$ cat src/rtl/ctl_alias_pkg.sv
package ctl_alias_pkg;
  typedef enum logic [1:0] {
    OP_LOAD = 2'd0,
    OP_SET  = 2'd1,
    OP_CLR  = 2'd2,
    OP_TOG  = 2'd3
  } alias_op_e;
endpackage

$ cat src/rtl/alias_merge.sv
// Combines the current register word with the write data according to the
// selected alias. Without a write the current word passes through unchanged.
module alias_merge
  import ctl_alias_pkg::*;
#(
  parameter int W = 32
) (
  input  logic         wr_en,
  input  logic [1:0]   wr_word,
  input  logic [W-1:0] cur,
  input  logic [W-1:0] data,
  output logic [W-1:0] cand
);
  alias_op_e op;

  always_comb begin
    op   = alias_op_e'(wr_word);
    cand = cur;
    if (wr_en) begin
      unique case (op)
        OP_LOAD: cand = data;
        OP_SET:  cand = cur | data;
        OP_CLR:  cand = cur & ~data;
        OP_TOG:  cand = cur ^ data;
      endcase
    end
  end
endmodule

$ cat src/rtl/srst_settle.sv
// Delay line that models how long the soft-reset request takes to settle.
// taps[i] holds the soft-reset value from i+1 cycles ago. After reset every
// tap reads 1, because soft-reset itself comes up as 1.
module srst_settle #(
  parameter int DEPTH = 3
) (
  input  logic             clk,
  input  logic             rst_n,
  input  logic             srst_in,
  output logic [DEPTH-1:0] taps
);
  logic [DEPTH-1:0] taps_d;

  always_comb begin
    taps_d[0] = srst_in;
    for (int i = 1; i < DEPTH; i++) taps_d[i] = taps[i-1];
  end

  generate
    for (genvar g = 0; g < DEPTH; g++) begin : g_stage
      always_ff @(posedge clk or negedge rst_n) begin
        if (!rst_n) taps[g] <= 1'b1;
        else        taps[g] <= taps_d[g];
      end
    end
  endgenerate

  // the first stage follows its input by exactly one cycle
  assert_first_stage_R8: assert property (@(posedge clk) disable iff (!rst_n)
    $rose(srst_in) |=> taps[0]);
endmodule

$ cat src/rtl/ctl_alias_reg.sv
module ctl_alias_reg #(
  parameter int W      = 32,
  parameter int SETTLE = 3
) (
  input  logic         clk,
  input  logic         rst_n,
  input  logic         wr_en,
  input  logic [1:0]   wr_word,
  input  logic [W-1:0] wr_data,
  output logic [W-1:0] rd_data,
  output logic         periph_rst,
  output logic         clk_en
);
  localparam int SRST_BIT = W - 1;
  localparam int GATE_BIT = W - 2;
  localparam int LOW_W    = W - 2;
  localparam int GATE_TAP = SETTLE - 2;
  localparam logic [W-1:0] RESET_VAL = {2'b11, {LOW_W{1'b0}}};

  logic [W-1:0]      reg_q;
  logic [W-1:0]      reg_d;
  logic [W-1:0]      cand;
  logic [SETTLE-1:0] taps;
  logic              reg_en;
  logic              gate_force;

  alias_merge #(.W(W)) u_merge (
    .wr_en  (wr_en),
    .wr_word(wr_word),
    .cur    (reg_q),
    .data   (wr_data),
    .cand   (cand)
  );

  srst_settle #(.DEPTH(SETTLE)) u_settle (
    .clk    (clk),
    .rst_n  (rst_n),
    .srst_in(reg_q[SRST_BIT]),
    .taps   (taps)
  );

  // next state
  always_comb begin
    gate_force = taps[GATE_TAP];
    reg_en     = wr_en | gate_force;
    reg_d      = cand;
    reg_d[GATE_BIT] = cand[GATE_BIT] | gate_force;
    if (reg_q[SRST_BIT] | cand[SRST_BIT]) reg_d[LOW_W-1:0] = '0;
  end

  // register
  always_ff @(posedge clk or negedge rst_n) begin
    if (!rst_n)      reg_q <= RESET_VAL;
    else if (reg_en) reg_q <= reg_d;
  end

  assign rd_data    = reg_q;
  assign periph_rst = reg_q[SRST_BIT] | (|taps);
  assign clk_en     = ~reg_q[GATE_BIT];

  // set alias always raises the control bits selected by the data
  assert_set_ctl_R3: assert property (@(posedge clk) disable iff (!rst_n)
    (wr_en && wr_word == 2'd1) |=>
      ((rd_data[W-1:W-2] & $past(wr_data[W-1:W-2])) == $past(wr_data[W-1:W-2])));

  // clear alias on bit 31 drops soft-reset on the next cycle
  assert_clr_srst_R4: assert property (@(posedge clk) disable iff (!rst_n)
    (wr_en && wr_word == 2'd2 && wr_data[SRST_BIT]) |=> !rd_data[SRST_BIT]);

  // lower bits stay zero while soft-reset is set
  assert_low_zero_R6: assert property (@(posedge clk) disable iff (!rst_n)
    rd_data[SRST_BIT] |-> (rd_data[LOW_W-1:0] == '0));

  // a settled soft-reset forces clock-gate on the following cycle
  assert_gate_force_R7: assert property (@(posedge clk) disable iff (!rst_n)
    taps[GATE_TAP] |=> rd_data[GATE_BIT]);

  // reset output stays active on the cycle soft-reset falls
  assert_rst_hold_R8: assert property (@(posedge clk) disable iff (!rst_n)
    $fell(rd_data[SRST_BIT]) |-> periph_rst);

  // reset output may only drop once soft-reset is already low
  assert_rst_drop_R8: assert property (@(posedge clk) disable iff (!rst_n)
    $fell(periph_rst) |-> !rd_data[SRST_BIT]);
endmodule

$ cat config.mk
export PLATFORM = sky130hd
export DESIGN_NAME = ctl_alias_reg
export DESIGN_NICKNAME = d
export VERILOG_FILES = /design/src/rtl/ctl_alias_pkg.sv /design/src/rtl/alias_merge.sv /design/src/rtl/srst_settle.sv /design/src/rtl/ctl_alias_reg.sv
export SDC_FILE = /design/constraint.sdc
export NUM_CORES = 1
export LEC_CHECK = 0
export ABC_AREA = 1
export BUFFER_PORTS_ARGS = -buffer_cell sky130_fd_sc_hd__buf_2
export CAP_MARGIN = 25
export CORE_ASPECT_RATIO = 0.6
export CORE_UTILIZATION = 35
export CTS_CLUSTER_DIAMETER = 150
export DETAILED_ROUTE_END_ITERATION = 10
export GPL_ROUTABILITY_DRIVEN = 0
export SLEW_MARGIN = 20
export SYNTH_ARGS = -nofsm -noshare
export SYNTH_HDL_FRONTEND = slang
export SYNTH_SLANG_ARGS = --single-unit
$ cat constraint.sdc
create_clock -name clk -period 1.9 [get_ports clk]
set_clock_uncertainty 0.15 [all_clocks]
set_input_delay 0.19 -clock clk [delete_from_list [all_inputs] [get_ports clk]]
set_output_delay 0.19 -clock clk [all_outputs]
set_load 0.02 [all_outputs]
Word level (Yosys, flattened, before mapping) --
Cells that the tools add are included. Widths: inputs -> output; s select.
Word-level totals: bits in registers 35, bits of input ports 37, output and inout port bits 34, logic and storage cells 24
Cells by class: equality and inequality tests 3, multiplexer cells 3, bitwise operators 9, reductions and logical operators 4
Operator list (number):
- $pmux 32 s4 | 1
- $and 32x32->32 | 1
- $mux 32 | 1
- $not 32->32 | 1
- $or 32x32->32 | 1
- $xor 32x32->32 | 1
- $mux 30 | 1
- $eq 2x2->1 const B | 2
- $or 1x1->1 | 4
- $reduce_or 3->1 | 1
- $eq 2x1->1 const B | 1
- $logic_not 2->1 | 1
- $reduce_and 2->1 | 1
- $reduce_bool 2->1 | 1
- $not 1->1 | 1

Longest topological paths before layout --
Gate-level depths: netlist of run 1.
word-level depth 7, depth in mapped cells 9, gate-level depth less buffers 9

By module --
From an unflattened synthesis of run 1, not the netlist that was laid out.
Second synthesis, totals: cells, all modules 598, area, all modules 3983.8 um2
By module, submodules not included:
- alias_merge | times used 1, cells an instance 450, area each 2613.8 um2, seq. area each 0.0 um2
- ctl_alias_reg | times used 1, cells an instance 145, area each 1291.2 um2, seq. area each 803.3 um2
- srst_settle | times used 1, cells an instance 3, area each 78.8 um2, seq. area each 78.8 um2

Worst setup path after synthesis of run 1 --
No wires, ideal clock.
kind register -> register, from register reg_q[31], in the netlist rd_data[31], to register reg_q[10], in the netlist rd_data[10], setup time 0.074 ns, arrival time 1.564 ns, data required time 1.676 ns, setup slack 0.112 ns, cell stages (with the launch flop) 10, path buffers 2, period minus slack after synthesis 1.788 ns, path through dfstp_2 -> inv_1 -> ha_1 -> nand3_1 -> nand2_1 -> nor2_2 -> nand3_2 -> buf_6 -> buf_6 -> o21ai_2
On the way: cells in the longest elaborated chain, start to end 6, elaborated cells between the ends (all ways) 9, classes of those cells mux (3); bitwise (4); reduce/logical (2)
RTL lines:
- start: declaration | line ctl_alias_reg.sv:20 | logic [W-1:0] reg_q;
- start signal: assignment | line ctl_alias_reg.sv:54 | else if (reg_en) reg_q <= reg_d;
- $xor 32x32->32, or another cell as far along | line alias_merge.sv:24 | OP_TOG: cand = cur ^ data;
- $pmux 32 s4 | line alias_merge.sv:20 | unique case (op)
- $mux 32 | line alias_merge.sv:19 | if (wr_en) begin
- $or 1x1->1 (*) | line ctl_alias_reg.sv:48 | if (reg_q[SRST_BIT] | cand[SRST_BIT]) reg_d[LOW_W-1:0] = '0;
- $reduce_bool 2->1 (no source line)
- $reduce_and 2->1 (no source line)
Mark *: on every way between the ends. The rest lies on a longest branch, timed or not. The select of a mux whose other input is x is not followed. A chain may end at the register's enable or synchronous reset.

Final worst setup path of run 1 --
from register reg_q[31], in the netlist rd_data[31], to register reg_q[0], in the netlist rd_data[0]
The elaborated chain is that of the path after synthesis.

==> summary.md, run 1 <==
| Metric | Value |
|---|---|
| Die area | 0.0102 mm2 |
| Cells after synthesis | 492 |
| Crit Path Max Fanout | 16 |
| Slew Limit Fails | 0 |
| Clk slew on worst S/H paths | 0.06 ns |
| Worst hold path class | input pin to register |
| Total wire length | 8.68 mm |
| Postcts setup bufs | 0 |
| Clk buf depth | 2 |
| Initial Util | 36.8% |
| Antenna viol nets, final | 0 |
| Via density per instance | 4.68 |
| Setup violators final | 0 |
| Fillers | 970 |
| Root Buffer | clkbuf_16 |
| Mapped Nets | 593 |
| Tcrit/Tclk final | 94.1% |
| H-tree depth | 2 |
| Slew @ Worst Pin | 0.783 ns |
| Worst setup EP type | register |
| Crit path arrival time | 1.84 ns |
| Sink Count | 35 |
| Area grow syn2layout | 20.2% |
| Final min period | 1.79 ns |
| Total congestion overflow | 0 |
| Vias in the first global route | 2962 |
| Layout net count | 662 |
| Worst Setup EP | rd_data[0] |
| DP Wirelength | 6.54 mm |
| Pre-CTS WS | 0.0845 ns |
| Total track usage | 17.9% |
| Status | complete, no violations |
| Layout cells sized above 1 | 21.2% |
| Drt pass-1 iters | 4 |
| Final WS setup | 0.112 ns |
| Final hold viol count | 0 |
| Synthesized cell area | 0.00343 mm2 |
| Post-synthesis cell type count | 24 |
| Sequential share of the synthesized area | 25.7% |
| Post-DP Area | 0.00393 mm2 |
| Global-route wire length before repair | 14.4 mm |
| 1st-iter DRT viols | 212 |
| Pwr Density | 638 mW/mm2 |
| Highest ir drop seen on vdd | 0.373 mV |
| Post-route cell area | 0.00412 mm2 |
| Setup TNS Final | 0 ns |
| DR vias | 3241 |
| Core ar. | 0.00932 mm2 |
| Largest net degree at the start of global routing | 31 |
| Cts bufs inserted | 5 |
| Die X | 130 um |
| Wire length per cell | 12.5 um |
| Leak | 2.22 nW |
| CP Class | register to register |
| Input/output buffers | 70 |
| Seq cells post-synth | 35 |
| Reg2reg end | rd_data[0] |
| Maximum Capacitance Violations | 0 |
| Antenna violations before repair | 0 |
| Reg2reg path depth | 8 |
| Row count | 27 |
| Die Ht | 78.7 um |
| Critical path required time | 1.95 ns |
| Worst Setup SP | rd_data[31] |
| R2R Setup Slk | 0.11 ns |
| Setup crit start kind | register |
| Syn Area/Cell | 6.97 um2 |
| Reg2Reg Launch Point | rd_data[31] |
| Io pins | 71 |
| TritonCTS clock tree | done |
| Slew margin rel. | 47.7% |
| Diode count | 0 |
| RSZ-0062 raised after global routing | true |
| Synth warnings | 0 |
| Design Power | 2.63 mW |
| Worst-Skew Late Latency | 0.28 ns |
| Achievable Freq | 559 MHz |
| DRC | 0 |
synthesized netlist by cell type, drive strengths merged:
cell / count / area share [%]
a21oi: 33 / 4.8
buf: 20 / 4.0
clkbuf: 6 / 0.66
dfrtp: 30 / 22
dfstp: 5 / 3.8
ha: 64 / 23
inv: 71 / 7.8
nand2: 129 / 14
nand3: 36 / 5.5
nand3b: 1 / 0.33
nand4: 1 / 0.18
nor2: 63 / 7.4
nor3: 1 / 0.15
o2111ai: 1 / 0.26
o21ai: 31 / 5.6
per-stage QoR:
step	cells	hold WS, ns	utilization, %
CTS	692	0.0247	44.1
global placement	683	-0.0977	42.2
floorplan	492	-0.256	-
global route	692	0.0352	44.2
detailed placement	683	-0.0945	42.2
finish	692	0.0216	44.2
cell usage in the layout, fill, tap and decap left out, drive strengths merged:
cell | netlist | layout
a21oi | 33 | 33
buf | 20 | 87
bufinv | 0 | 1
clkbuf | 6 | 5
clkinv | 0 | 2
dfrtp | 30 | 30
dfstp | 5 | 5
dlygate4sd3 | 0 | 1
ha | 64 | 64
inv | 71 | 71
nand2 | 129 | 129
nand3 | 36 | 36
nand3b | 1 | 1
nand4 | 1 | 1
nor2 | 63 | 63
nor3 | 1 | 1
o2111ai | 1 | 1
o21ai | 31 | 31
report_power, final:
part	leakage (nW)	switching [mW]	internal (mW)
Clock	0.0838	0.316	0.618
Sequential	0.462	0.0808	0.828
Combinational	1.67	0.497	0.291
Total	2.22	0.893	1.74
logic make-up (layout without fill, tap and decap cells):
family | count (synthesis) | in the layout | share of synthesized area [%]
buffers and inverters | 97 | 167 | 12.5
AND/OR/NAND/NOR | 231 | 231 | 27.7
AO/OA/AOI/OAI | 65 | 65 | 10.7
flip-flops | 35 | 35 | 25.7
adder cells (fa/ha/maj) | 64 | 64 | 23.4
what timing repair did:
item                                    CTS  global route
endpoints found under the hold margin    31             0
hold buffers                              1             0
resized for setup                         0             7
endpoints found under the setup margin    0            13
metal layers:
metal / share of wire, % / GRT usage (%) / vias to the layer above
li1: - / - / 1665
met2: 42 / 27.4 / 67
met4: 0.55 / 3.49 / 0
met3: 4.9 / 3.48 / 7
met1: 52 / 25.8 / 1502
met5: 0 / 0 / -
worst max-delay path: stages (launching register included):
cell and delay (ns):
dfstp_2 0.52, inv_1 0.05, ha_1 0.26, nand3_1 0.09
nand2_1 0.08, nor2_2 0.13, nand3_2 0.09, buf_6 0.18
o21ai_1 0.13
how the worst min path moves through the flow:
stage | slack [ns] | start | depth (start not counted) | end
6_report | 0.02 | wr_en | 2 | rd_data[31]
3_5_place_dp | -0.09 | rst_n | 1 | rd_data[15]
3_3_place_gp | -0.1 | rst_n | 1 | rd_data[15]
2_1_floorplan | -0.26 | rst_n | 0 | rd_data[0]
5_1_grt | 0.04 | wr_en | 2 | rd_data[31]
4_1_cts | 0.02 | wr_en | 2 | rd_data[31]
sequential cells by signal, indices dropped and copies added (netlist names):
| name | count |
|---|---|
| u_settle.taps | 3 |
| rd_data | 32 |
layout make-up:
class,instances,area [um2],area share (%)
clock buffers,5,125,3.04
clock inverters,3,43.8,1.06
multi-input cells,360,2130,51.7
repair buffers,88,508,12.3
inverters,71,269,6.53
flip-flops and latches,35,882,21.4
well taps,130,163,3.95
No activity file was read; power rests on OpenSTA's default activity.
==> run 2: changes to the inputs <==
==> constraint.sdc (replaced) <==
create_clock -name clk -period 1.6 [get_ports clk]
set_clock_uncertainty 0.15 [all_clocks]
set_input_delay 0.16 -clock clk [delete_from_list [all_inputs] [get_ports clk]]
set_output_delay 0.16 -clock clk [all_outputs]
set_load 0.02 [all_outputs]
==> run 2 against run 1 <==
Against the previous run:
- the flow now finishes with violations (setup timing)
- critical path depth unchanged
- worst setup slack worse by 0.24 ns
- register-to-register slack worse by 0.24 ns
- global-route usage up 0.56 points
- sequential power up 19%
- via count up 2.5%
- highest routed layer unchanged
==> summary.md, run 2 (synthesized netlist as in run 1, its figures left out) <==
| Metric | Value |
|---|---|
| Status | finished, violations left |
| Failing checks | setup timing |
| Layout net count | 667 (+0.76%) |
| Highest ir drop seen on vdd | 0.408 mV (+9.4%) |
| Root Buffer | clkbuf_16 |
| DP Wirelength | 6.25 mm (-4.4%) |
| Core ar. | 0.00932 mm2 (unchanged) |
| H-tree depth | 2 (unchanged) |
| CP Class | register to register |
| Global-route wire length before repair | 14.7 mm (+1.6%) |
| Diode count | 0 (unchanged) |
| Worst hold path startpoint | wr_en |
| Die X | 130 um (unchanged) |
| Fin util | 46.9% (+2.7 points) |
| Area grow syn2layout | 27.6% |
| Final hold viol count | 0 (unchanged) |
| Setup TNS Final | -2.66 ns (-2.66 ns) |
| Io pins | 71 (unchanged) |
| Worst-Skew Late Latency | 0.27 ns (about the same) |
| Antenna violations before repair | 0 (unchanged) |
| Setup crit start kind | register |
| Input/output buffers | 70 (unchanged) |
| Setup violators final | 30 (+30) |
| Most common cell after layout, fill and taps aside | nand2_1 |
| Sink Count | 35 (unchanged) |
| Total track usage | 18.4% (+0.56 points) |
| Via density per instance | 4.77 (+1.8%) |
| TritonCTS clock tree | done |
| Crit path arrival time | 1.78 ns (-0.06 ns) |
| Initial Util | 36.8% (unchanged) |
| Largest net degree at the start of global routing | 45 (+45%) |
| RSZ-0062 raised after global routing | true |
| Final min period | 1.72 ns (-0.0647 ns) |
| Crit Path Max Fanout | 9 (-7) |
| DRC | 0 (unchanged) |
| Vias in the first global route | 3033 (+2.4%) |
| Max reg flops | 32 (unchanged) |
| Clk slew on worst S/H paths | 0.05 ns (about the same) |
| Clk buf depth | 2 (unchanged) |
| Layout cells sized above 1 | 25.7% (+4.6 points) |
| Critical path required time | 1.65 ns (-0.30 ns) |
| Worst hold path class | input pin to register |
| Slew Limit Fails | 0 (unchanged) |
| Commonest non-fill, non-tap cells in the layout | nand2_1 (128), buf_2 (70), inv_1 (67), ha_1 (63), nor2_1 (60) |
| Wire length per cell | 13.2 um (+5.4%) |
| Fillers | 938 (-3.3%) |
| Cell Chain, Critical Path | inv_2, ha_4, nand3_4, nand2_4, nor2_4, nand3_4, clkbuf_16, o21ai_1 |
| Die Ht | 78.7 um (unchanged) |
| Row count | 27 (unchanged) |
| CP top delay family | flip-flops |
| Worst setup EP type | register |
| Cts bufs inserted | 5 (unchanged) |
| Slew @ Worst Pin | 0.502 ns (-0.281 ns) |
| Final WS setup | -0.124 ns (-0.235 ns) |
| Total congestion overflow | 0 (unchanged) |
| CP max stage delay | 0.55 ns (+0.03 ns) |
| Tcrit/Tclk final | 108% (+14 points) |
| Maximum Capacitance Violations | 0 (unchanged) |
| Antenna viol nets, final | 0 (unchanged) |
| Drt pass-1 iters | 5 (+1) |
| CP dominant cell by count | nand3_4 |
| Crit-path slowest cell | dfstp_2 |
| Total wire length | 9.22 mm (+6.2%) |
| 1st-iter DRT viols | 163 (-23%) |
| Die area | 0.0102 mm2 (unchanged) |
| Reg2Reg Launch Point | rd_data[31] |
| Leak | 2.32 nW (+4.3%) |
| Slew margin rel. | 66.5% (+19 points) |
| DR vias | 3323 (+2.5%) |
| Achievable Freq | 580 MHz (+3.8%) |
| Worst Setup SP | rd_data[31] |
| Pwr Density | 727 mW/mm2 (+14%) |
| Buf/Inv on CP | 2 (unchanged) |
==> run 2: changes by cell type in the layout (fill, tap and decap cells not counted), moves of 2 or more <==
cell       previous run  this run
buf_12                1         6
buf_6                 2         0
clkbuf_16             5         7
clkbuf_8              0         2
inv_1                69        67
inv_2                 1         3
nand3_1              34        32
nand3_4               0         2
o21ai_0               5         2
o21ai_1              16         2
o21ai_2              10        26
==> run 2: stage by stage <==
stage	instances	hold WS (ns)	setup slack [ns]	instance area, um2	power, mW
3_5_place_dp	684	-0.00698	-0.100	4030	2.06
5_1_grt	697	0.0936	-0.178	4370	3.37
2_1_floorplan	492	-0.286	-0.0580	3460	1.72
3_3_place_gp	684	-0.00307	-0.0372	4030	2.02
4_1_cts	694	0.0702	-0.0758	4220	3.11
6_report	697	0.0799	-0.124	4370	3.18
==> run 2: path summary, 6_finish.rpt <==
kind                                    endpoint  slack [ns]  cells after the start
worst max-delay path                 rd_data[24]       -0.12                      8
worst min-delay path                 rd_data[31]        0.08                      2
worst max register to register       rd_data[24]       -0.12                      8
max in group asynchronous            rd_data[31]        0.52                      3
worst min register to register  u_settle.taps[1]        0.22                      0
min in group asynchronous            rd_data[17]        0.24                      2
==> run 2: what timing repair did <==
| item | CTS | global route |
|---|---|---|
| cloned | 1 | 2 |
| hold buffers | 1 | 0 |
| setup endpoints to repair | 30 | 31 |
| resized for setup | 12 | 21 |
| setup buffers | 0 | 1 |
| hold endpoints to repair | 14 | 0 |
==> run 2: layer usage <==
layer  wire [um]  track usage (%)  vias up
met2        3940             29.6       78
met3         521             3.68        4
met4          36             2.79        0
met1        4730             25.8     1556
li1            -                -     1685
met5           0                0        -
==> run 2: final cells by class <==
cell class / instances / area, um2 / share of cell area [%]
clock buffer: 8 / 156 / 3.58
timing repair buffer: 92 / 628 / 14.4
sequential: 35 / 882 / 20.2
multi-input combinational: 361 / 2280 / 52.0
inverter: 71 / 269 / 6.15
tap: 130 / 163 / 3.72
==> run 2: worst register-to-register path, delay by kind of cell, from the launching register on <==
kind	cells	cell delay, ns
AO/OA/AOI/OAI	1	0.12
AND/OR/NAND/NOR	4	0.35
buffers and inverters	2	0.26
adder cells (fa/ha/maj)	1	0.22
flip-flops	1	0.55
==> run 2: power breakdown <==
part           leakage (nW)  internal [mW]  total [mW]  switching (mW)
sequential            0.462          0.983        1.08          0.0987
clock                0.0772          0.663        1.02           0.360
combinational          1.78          0.422        1.08           0.653
total                  2.32           2.07        3.18            1.11
